$ cat config.mk
export PLATFORM = sky130hd
export DESIGN_NAME = bis_top
export DESIGN_NICKNAME = d
export VERILOG_FILES = /design/src/rtl/bis_pkg.sv /design/src/rtl/bis_regs.sv /design/src/rtl/bis_seq.sv /design/src/rtl/bis_top.sv
export SDC_FILE = /design/constraint.sdc
export NUM_CORES = 1
export LEC_CHECK = 0
export BUFFER_PORTS_ARGS = -buffer_cell sky130_fd_sc_hd__buf_4
export CAP_MARGIN = 20
export CORE_MARGIN = 3
export CORE_UTILIZATION = 29
export CTS_CLUSTER_SIZE = 8
export DETAILED_ROUTE_END_ITERATION = 7
export GPL_ROUTABILITY_DRIVEN = 1
export SYNTH_ARGS = -nofsm -noshare
export SYNTH_HDL_FRONTEND = slang
export SYNTH_SLANG_ARGS = --single-unit
export TNS_END_PERCENT = 100
$ cat constraint.sdc
create_clock -name clk -period 1.4 [get_ports clk]
set_clock_uncertainty 0.1 [all_clocks]
set_input_delay 0.28 -clock clk [delete_from_list [all_inputs] [get_ports clk]]
set_output_delay 0.28 -clock clk [all_outputs]
set_load 0.02 [all_outputs]
$ cat src/rtl/bis_pkg.sv
package bis_pkg;
   typedef enum logic [2:0] {
      ST_IDLE,
      ST_ADDR,
      ST_DATA,
      ST_SETUP,
      ST_STROBE,
      ST_HOLD
   } seq_state_t;

   localparam logic [1:0] RA_CMD  = 2'd0;
   localparam logic [1:0] RA_CTRL = 2'd1;
   localparam logic [1:0] RA_STAT = 2'd2;

   localparam int CMD_GO   = 0;
   localparam int CMD_RD   = 1;
   localparam int STA_DONE = 0;
   localparam int STA_UNF  = 1;
   localparam int STA_COLL = 2;
   localparam int STA_BUSY = 3;
endpackage

$ cat src/rtl/bis_regs.sv
module bis_regs
   import bis_pkg::*;
#(
   parameter int REG_W = 4
) (
   input  logic             clk,
   input  logic             rst_n,
   input  logic             reg_wr,
   input  logic [1:0]       reg_addr,
   input  logic [REG_W-1:0] reg_wdata,
   output logic [REG_W-1:0] reg_rdata,
   input  logic             seq_busy,
   input  logic             accept,
   input  logic             reject,
   input  logic             done_set,
   output logic             cmd_start,
   output logic             cmd_rnw,
   output logic             irq
);
   generate
      if (REG_W < 4) begin : g_bad_w
         $error("bis_regs: REG_W must be at least 4");
      end
   endgenerate

   logic irq_en, done_q, unf_q, coll_q, lock;
   logic cmd_wr, ctrl_wr, stat_wr;

   assign lock    = seq_busy | cmd_start;
   assign cmd_wr  = reg_wr && (reg_addr == RA_CMD);
   assign ctrl_wr = reg_wr && (reg_addr == RA_CTRL);
   assign stat_wr = reg_wr && (reg_addr == RA_STAT);

   always_ff @(posedge clk) begin
      if (!rst_n) begin
         cmd_start <= 1'b0;
         cmd_rnw   <= 1'b0;
         irq_en    <= 1'b0;
         done_q    <= 1'b0;
         unf_q     <= 1'b0;
         coll_q    <= 1'b0;
      end else begin
         if (cmd_wr && !lock) begin
            cmd_start <= reg_wdata[CMD_GO];
            cmd_rnw   <= reg_wdata[CMD_RD];
         end else if (accept || reject) begin
            cmd_start <= 1'b0;
         end
         if (ctrl_wr) irq_en <= reg_wdata[0];

         if (done_set) done_q <= 1'b1;
         else if (stat_wr && reg_wdata[STA_DONE]) done_q <= 1'b0;

         if (reject) unf_q <= 1'b1;
         else if (stat_wr && reg_wdata[STA_UNF]) unf_q <= 1'b0;

         if (cmd_wr && lock && reg_wdata[CMD_GO]) coll_q <= 1'b1;
         else if (stat_wr && reg_wdata[STA_COLL]) coll_q <= 1'b0;
      end
   end

   always_comb begin
      reg_rdata = '0;
      unique case (reg_addr)
         RA_CMD: begin
            reg_rdata[CMD_GO] = cmd_start;
            reg_rdata[CMD_RD] = cmd_rnw;
         end
         RA_CTRL: reg_rdata[0] = irq_en;
         RA_STAT: begin
            reg_rdata[STA_DONE] = done_q;
            reg_rdata[STA_UNF]  = unf_q;
            reg_rdata[STA_COLL] = coll_q;
            reg_rdata[STA_BUSY] = lock;
         end
         default: reg_rdata = '0;
      endcase
   end

   assign irq = done_q & irq_en;

   logic unused_wdata;
   assign unused_wdata = ^reg_wdata;

   // done holds until a write-1 clear
   a_r7_done_sticky: assert property (@(posedge clk) disable iff (!rst_n)
      (done_q && !(stat_wr && reg_wdata[STA_DONE])) |=> done_q);
   // a launch during a locked period raises collision
   a_r10_collision_flag: assert property (@(posedge clk) disable iff (!rst_n)
      (cmd_wr && lock && reg_wdata[CMD_GO]) |=> coll_q);
   // launch bit drops once taken
   a_r11_start_clears: assert property (@(posedge clk) disable iff (!rst_n)
      (accept || reject) |=> !cmd_start);
   // a refused launch raises underflow
   a_r9_underflow_flag: assert property (@(posedge clk) disable iff (!rst_n)
      reject |=> unf_q);
endmodule

$ cat src/rtl/bis_seq.sv
module bis_seq
   import bis_pkg::*;
#(
   parameter int DATA_W     = 32,
   parameter int ADDR_W     = 32,
   parameter int LVL_W      = 4,
   parameter int SETUP_CYC  = 2,
   parameter int STROBE_CYC = 3,
   parameter int HOLD_CYC   = 1
) (
   input  logic              clk,
   input  logic              rst_n,
   input  logic              cmd_start,
   input  logic              cmd_rnw,
   output logic              accept,
   output logic              reject,
   output logic              seq_busy,
   output logic              done_set,
   input  logic [LVL_W-1:0]  tx_level,
   input  logic [DATA_W-1:0] tx_data,
   output logic              tx_pop,
   output logic [DATA_W-1:0] rx_data,
   output logic              rx_push,
   output logic [ADDR_W-1:0] bus_addr,
   output logic [DATA_W-1:0] bus_dout,
   output logic              bus_dout_en,
   input  logic [DATA_W-1:0] bus_din,
   output logic              bus_cyc,
   output logic              bus_stb,
   output logic              bus_we
);
   localparam int MAX_A = (SETUP_CYC > STROBE_CYC) ? SETUP_CYC : STROBE_CYC;
   localparam int MAX_C = (MAX_A > HOLD_CYC) ? MAX_A : HOLD_CYC;
   localparam int CW    = (MAX_C > 1) ? $clog2(MAX_C) : 1;
   localparam logic [CW-1:0] LD_SETUP  = CW'(SETUP_CYC - 1);
   localparam logic [CW-1:0] LD_STROBE = CW'(STROBE_CYC - 1);
   localparam logic [CW-1:0] LD_HOLD   = CW'(HOLD_CYC - 1);

   generate
      if (SETUP_CYC < 1 || STROBE_CYC < 1 || HOLD_CYC < 1) begin : g_bad_time
         $error("bis_seq: every timing phase needs at least one clock");
      end
      if (ADDR_W > DATA_W) begin : g_bad_addr
         $error("bis_seq: ADDR_W may not exceed DATA_W");
      end
      if (LVL_W < 2) begin : g_bad_lvl
         $error("bis_seq: LVL_W must be at least 2");
      end
   endgenerate

   seq_state_t state;
   logic [CW-1:0]     cnt;
   logic              we_q;
   logic [ADDR_W-1:0] addr_q;
   logic [DATA_W-1:0] data_q;
   logic              words_ok, last;

   assign words_ok = cmd_rnw ? (tx_level != '0) : (tx_level > LVL_W'(1));
   assign accept   = (state == ST_IDLE) && cmd_start && words_ok;
   assign reject   = (state == ST_IDLE) && cmd_start && !words_ok;
   assign last     = (cnt == '0);

   always_ff @(posedge clk) begin
      if (!rst_n) begin
         state  <= ST_IDLE;
         cnt    <= '0;
         we_q   <= 1'b0;
         addr_q <= '0;
         data_q <= '0;
      end else begin
         unique case (state)
            ST_IDLE: if (accept) begin
               state <= ST_ADDR;
               we_q  <= !cmd_rnw;
            end
            ST_ADDR: begin
               addr_q <= tx_data[ADDR_W-1:0];
               state  <= we_q ? ST_DATA : ST_SETUP;
               cnt    <= LD_SETUP;
            end
            ST_DATA: begin
               data_q <= tx_data;
               state  <= ST_SETUP;
               cnt    <= LD_SETUP;
            end
            ST_SETUP: if (last) begin
               state <= ST_STROBE;
               cnt   <= LD_STROBE;
            end else cnt <= cnt - 1'b1;
            ST_STROBE: if (last) begin
               state <= ST_HOLD;
               cnt   <= LD_HOLD;
            end else cnt <= cnt - 1'b1;
            ST_HOLD: if (last) state <= ST_IDLE;
               else cnt <= cnt - 1'b1;
            default: state <= ST_IDLE;
         endcase
      end
   end

   assign seq_busy    = (state != ST_IDLE);
   assign tx_pop      = (state == ST_ADDR) || (state == ST_DATA);
   assign bus_cyc     = (state == ST_SETUP) || (state == ST_STROBE) || (state == ST_HOLD);
   assign bus_stb     = (state == ST_STROBE);
   assign bus_we      = bus_cyc && we_q;
   assign bus_dout_en = bus_we;
   assign bus_addr    = addr_q;
   assign bus_dout    = data_q;
   assign rx_push     = bus_stb && last && !we_q;
   assign rx_data     = bus_din;
   assign done_set    = (state == ST_HOLD) && last;

   // strobe only inside a cycle
   a_r4_stb_in_cyc: assert property (@(posedge clk) disable iff (!rst_n)
      bus_stb |-> bus_cyc);
   // address steady across the cycle
   a_r4_addr_stable: assert property (@(posedge clk) disable iff (!rst_n)
      (bus_cyc && $past(bus_cyc)) |-> $stable(bus_addr));
   // never pop an empty FIFO
   a_r3_pop_nonempty: assert property (@(posedge clk) disable iff (!rst_n)
      tx_pop |-> (tx_level != '0));
   // receive pushes only in read strobes
   a_r6_push_read_only: assert property (@(posedge clk) disable iff (!rst_n)
      rx_push |-> (bus_stb && !bus_we));
   // a refused launch leaves the sequencer idle
   a_r9_reject_idle: assert property (@(posedge clk) disable iff (!rst_n)
      reject |=> !seq_busy);
endmodule

$ cat src/rtl/bis_top.sv
module bis_top #(
   parameter int DATA_W     = 32,
   parameter int ADDR_W     = 32,
   parameter int LVL_W      = 4,
   parameter int SETUP_CYC  = 2,
   parameter int STROBE_CYC = 3,
   parameter int HOLD_CYC   = 1
) (
   input  logic              clk,
   input  logic              rst_n,
   input  logic              reg_wr,
   input  logic [1:0]        reg_addr,
   input  logic [3:0]        reg_wdata,
   output logic [3:0]        reg_rdata,
   output logic              irq,
   input  logic [LVL_W-1:0]  tx_level,
   input  logic [DATA_W-1:0] tx_data,
   output logic              tx_pop,
   output logic [DATA_W-1:0] rx_data,
   output logic              rx_push,
   output logic [ADDR_W-1:0] bus_addr,
   output logic [DATA_W-1:0] bus_dout,
   output logic              bus_dout_en,
   input  logic [DATA_W-1:0] bus_din,
   output logic              bus_cyc,
   output logic              bus_stb,
   output logic              bus_we
);
   logic cmd_start, cmd_rnw, accept, reject, seq_busy, done_set;

   bis_regs #(.REG_W(4)) u_regs (
      .clk       (clk),
      .rst_n     (rst_n),
      .reg_wr    (reg_wr),
      .reg_addr  (reg_addr),
      .reg_wdata (reg_wdata),
      .reg_rdata (reg_rdata),
      .seq_busy  (seq_busy),
      .accept    (accept),
      .reject    (reject),
      .done_set  (done_set),
      .cmd_start (cmd_start),
      .cmd_rnw   (cmd_rnw),
      .irq       (irq)
   );

   bis_seq #(
      .DATA_W     (DATA_W),
      .ADDR_W     (ADDR_W),
      .LVL_W      (LVL_W),
      .SETUP_CYC  (SETUP_CYC),
      .STROBE_CYC (STROBE_CYC),
      .HOLD_CYC   (HOLD_CYC)
   ) u_seq (
      .clk         (clk),
      .rst_n       (rst_n),
      .cmd_start   (cmd_start),
      .cmd_rnw     (cmd_rnw),
      .accept      (accept),
      .reject      (reject),
      .seq_busy    (seq_busy),
      .done_set    (done_set),
      .tx_level    (tx_level),
      .tx_data     (tx_data),
      .tx_pop      (tx_pop),
      .rx_data     (rx_data),
      .rx_push     (rx_push),
      .bus_addr    (bus_addr),
      .bus_dout    (bus_dout),
      .bus_dout_en (bus_dout_en),
      .bus_din     (bus_din),
      .bus_cyc     (bus_cyc),
      .bus_stb     (bus_stb),
      .bus_we      (bus_we)
   );
endmodule

==> impl_metrics.py <==
metrics = {
    "die": {
        "ios": 184,
        "rows": 39,
        "die_w_um": 116,
        "die_area_mm2": 0.0134,
        "fp.dieH_um": 116,
        "start_util_pct": 30.1,
        "core-area_mm2": 0.0116,
    },
    "pwr": {
        "power.switching_mw": 2.19,
        "pwr-share-seq_pct": 35.0,
        "sw_frac_of_total_pct": 30.1,
        "power.share.clock_pct": 32.0,
        "combinationalPowerShare_pct": 33.0,
        "internal_power_mw": 5.08,
        "p_per_area_mw_per_mm2": 1430,
        "p_leak_nw": 2.16,
        "ir_drop_uv": 756,
        "p_total_mw": 7.27,
    },
    "synthesis": {
        "synth_edf_count": 0,
        "synth.cell_area_mm2": 0.00348,
        "async_flop_share_pct": 0,
        "ys.flop_type": "dfxtp_1",
        "synth-seq-cells": 76,
        "yosys-top-cells-area": "dfxtp_1 (44%), mux2i_1 (20%), nor2_1 (7.7%)",
        "synthCells": 345,
        "syn_area_per_cell_um2": 10.1,
        "ys_seq_area_share_pct": 43.7,
        "synth_top_area_cell": "dfxtp_1",
        "yosysWarnings": 0,
        "synth_top_area_share_pct": 43.7,
        "synth_cell_types": 44,
        "syn-num-nets": 425,
    },
    "critical_path": {
        "arrival_ns": 1.40,
        "worst-setup-path-type": "flip-flop to primary output",
        "rr_worst_depth": 6,
        "cp_slowest_stage_delay_ns": 0.38,
        "path_buf_inv": 2,
        "worstPathRequired_ns": 1.02,
        "worstSetupStartpoint": "u_seq.state[2]",
        "regToRegStartpoint": "u_seq.state[2]",
        "worstSetupStartpointType": "flip-flop",
        "slowest_stage": "dfxtp_4",
        "cp_max_fo": 6,
        "cp-end-kind": "primary output",
        "cpLargestDelayFamily": "simple AND/OR/NAND/NOR gates",
        "cp_cell_sequence": "buf_8 -> nor4_4 -> nor3b_2 -> buf_4",
        "regToRegSetupSlack_ns": -0.26,
        "r2r-end": "u_seq.cnt[1]",
    },
    "timing": {
        "slew_viol_final": 0,
        "rsz0062_at_grt": "yes",
        "hold_violations": 0,
        "finalCritPeriodShare_pct": 127,
        "slew_headroom_pct": 72.6,
        "fin_ws_ns": -0.378,
        "hold_ws_ns": 0.0950,
        "layout_min_cycle_time_ns": 1.78,
        "worst_pin_slew_ns": 0.406,
        "fmax_mhz": 563,
        "tns_ns": -5.34,
        "setup_viol": 49,
    },
    "clock_network": {
        "cts_made_buffers": 9,
        "cts_sinks": 76,
        "htreeDepth": 3,
        "clock_latency_ns": 0.32,
        "cts.clk_slew.worst_paths_ns": 0.06,
        "cts_tree": "built",
        "cts_buffer_depth": 2,
        "cts-root-buf": "clkbuf_16",
        "hold_buffers": 0,
    },
    "layout": {
        "layout-drive-gt1-share_pct": 47.0,
        "syn2layout_area_growth_pct": 46.4,
        "seqCellArea_mm2": 0.00154,
        "design_area_mm2": 0.00510,
        "multi_input_area_mm2": 0.00160,
        "antenna_cells": 0,
        "stdcell_count": 615,
        "utilization_pct": 44.1,
        "num-nets-final": 547,
        "fill_cells": 1082,
    },
    "grt": {
        "met3_usage_pct": 4.54,
        "grt_busiest_layer": "met2",
        "grtUsageTotal_pct": 12.4,
        "antenna_found_initial": 0,
        "use_met2_pct": 19.9,
        "use_met1_pct": 15.7,
        "grt_max_degree": 45,
        "grt-ovfl-total": 0,
        "grt_pass1_vias": 2741,
        "grt_pass1_wl_um": 13400,
    },
    "placement": {
        "io_buffers": 118,
        "placed_area_mm2": 0.00448,
        "dp_cells": 584,
        "gp_congestion": 0.759,
        "dpl.hpwl_um": 6060,
        "dp_slack_ns": -0.139,
    },
    "routing": {
        "via_per_inst": 4.51,
        "first_pass_iters": 4,
        "wl_um": 8560,
        "drt-initial-drc-count": 125,
        "routed-via-count": 2772,
        "drc_errors": 0,
        "wire_per_inst_um": 13.9,
        "ant_nets": 0,
    },
    "status": {
        "status": "finished with violations",
        "violations": "negative setup slack",
    },
    "hold_path": {
        "min_from": "tx_data[15]",
        "holdPathEnd": "u_seq.bus_dout[15]",
        "hold_path_class": "primary input to flip-flop",
        "min_path_cells": 3,
    },
    "job": {
        "drv_cap": 0,
    },
}
-- Yosys cell counts, drive strengths merged (2+ instances only) --
cell / instances
a21oi: 7
o21ai: 4
nand2: 9
nor2b: 4
ha: 3
nand3b: 2
mux2i: 68
clkbuf: 11
nor4: 2
nor2: 71
nand4b: 3
dfxtp: 76
buf: 46
nor3b: 6
a21boi: 2
inv: 4
or3b: 2
and3: 2
a21o: 2
and2: 3
-- state kept, by name (all words and copies together), names as in the netlist --
signal,flops
u_seq.cnt,2
u_regs.cmd_rnw,1
u_seq.we_q,1
u_seq.state,3
u_regs.done_q,1
u_regs.coll_q,1
u_regs.irq_en,1
u_seq.bus_addr,32
u_regs.unf_q,1
u_regs.cmd_start,1
u_seq.bus_dout,32
-- timing repair --
action	CTS	global route
gates cloned	0	1
resized for setup	36	19
buffers inserted	10	6
pin swaps	14	11
endpoints found under the setup margin	79	81
-- layout by cell type, fill, tap and decap left out, drive strengths merged, types with 3 or more instances in the layout --
cell type and n:
mux2i 68, nand4b 3, nand2 9, dfxtp 76
o21ai 4, ha 3, a21oi 7, inv 6
nor2 71, buf 167, and2 3, clkinv 3
clkbuf 10, nor2b 4, nor3b 6
-- power groups by stage --
stage                     sequential, mW  clock, mW  combinational (mW)
after floorplan                     2.79          0                1.22
after global placement              2.57          0                2.07
after detailed placement            2.58          0                2.09
after CTS                           2.55       2.40                2.26
after global routing                2.57       2.50                2.58
final                               2.55       2.33                2.40
-- cell families (layout without fill, tap and decap cells) --
family,count (synthesis),after routing,share of synthesized area [%]
buffers and inverters,61,188,14.2
adder cells (fa/ha/maj),3,3,1.08
multiplexers,69,69,19.9
AND/OR/NAND/NOR,111,111,16.3
flip-flops,76,76,43.7
AO/OA/AOI/OAI,25,25,4.89
-- worst max-delay path by stage --
| stage | to | slack [ns] | cells past startpoint |
|---|---|---|---|
| 2_1_floorplan | bus_we | -0.18 | 5 |
| 3_3_place_gp | tx_pop | -0.13 | 4 |
| 3_5_place_dp | u_seq.bus_addr[8] | -0.14 | 5 |
| 4_1_cts | reg_rdata[3] | -0.41 | 4 |
| 5_1_grt | reg_rdata[3] | -0.43 | 4 |
| 6_report | reg_rdata[3] | -0.38 | 4 |
-- per-layer routing --
metal | part of all wire [%] | vias up
met5 | 0 | -
met4 | 1.0 | 0
met2 | 47 | 96
li1 | - | 1381
met1 | 43 | 1282
met3 | 8.5 | 13
-- worst reg2reg max path, delay by kind of cell (launching register included) --
| kind | cells | cell delay, ns |
|---|---|---|
| AOI/OAI and AO/OA | 2 | 0.35 |
| and+or+nand+nor | 1 | 0.39 |
| buffers and inverters | 3 | 0.39 |
| DFF | 1 | 0.38 |
-- final cells by class --
type                       count  share of cell area, %
multi-input combinational    208                   31.3
tap                          143                   3.51
inverter                       4                  0.294
sequential                    76                   30.2
timing repair buffer         168                   28.8
clock inverter                 7                   1.45
clock buffer                   9                   4.42
(Power assumes the default switching activity.)
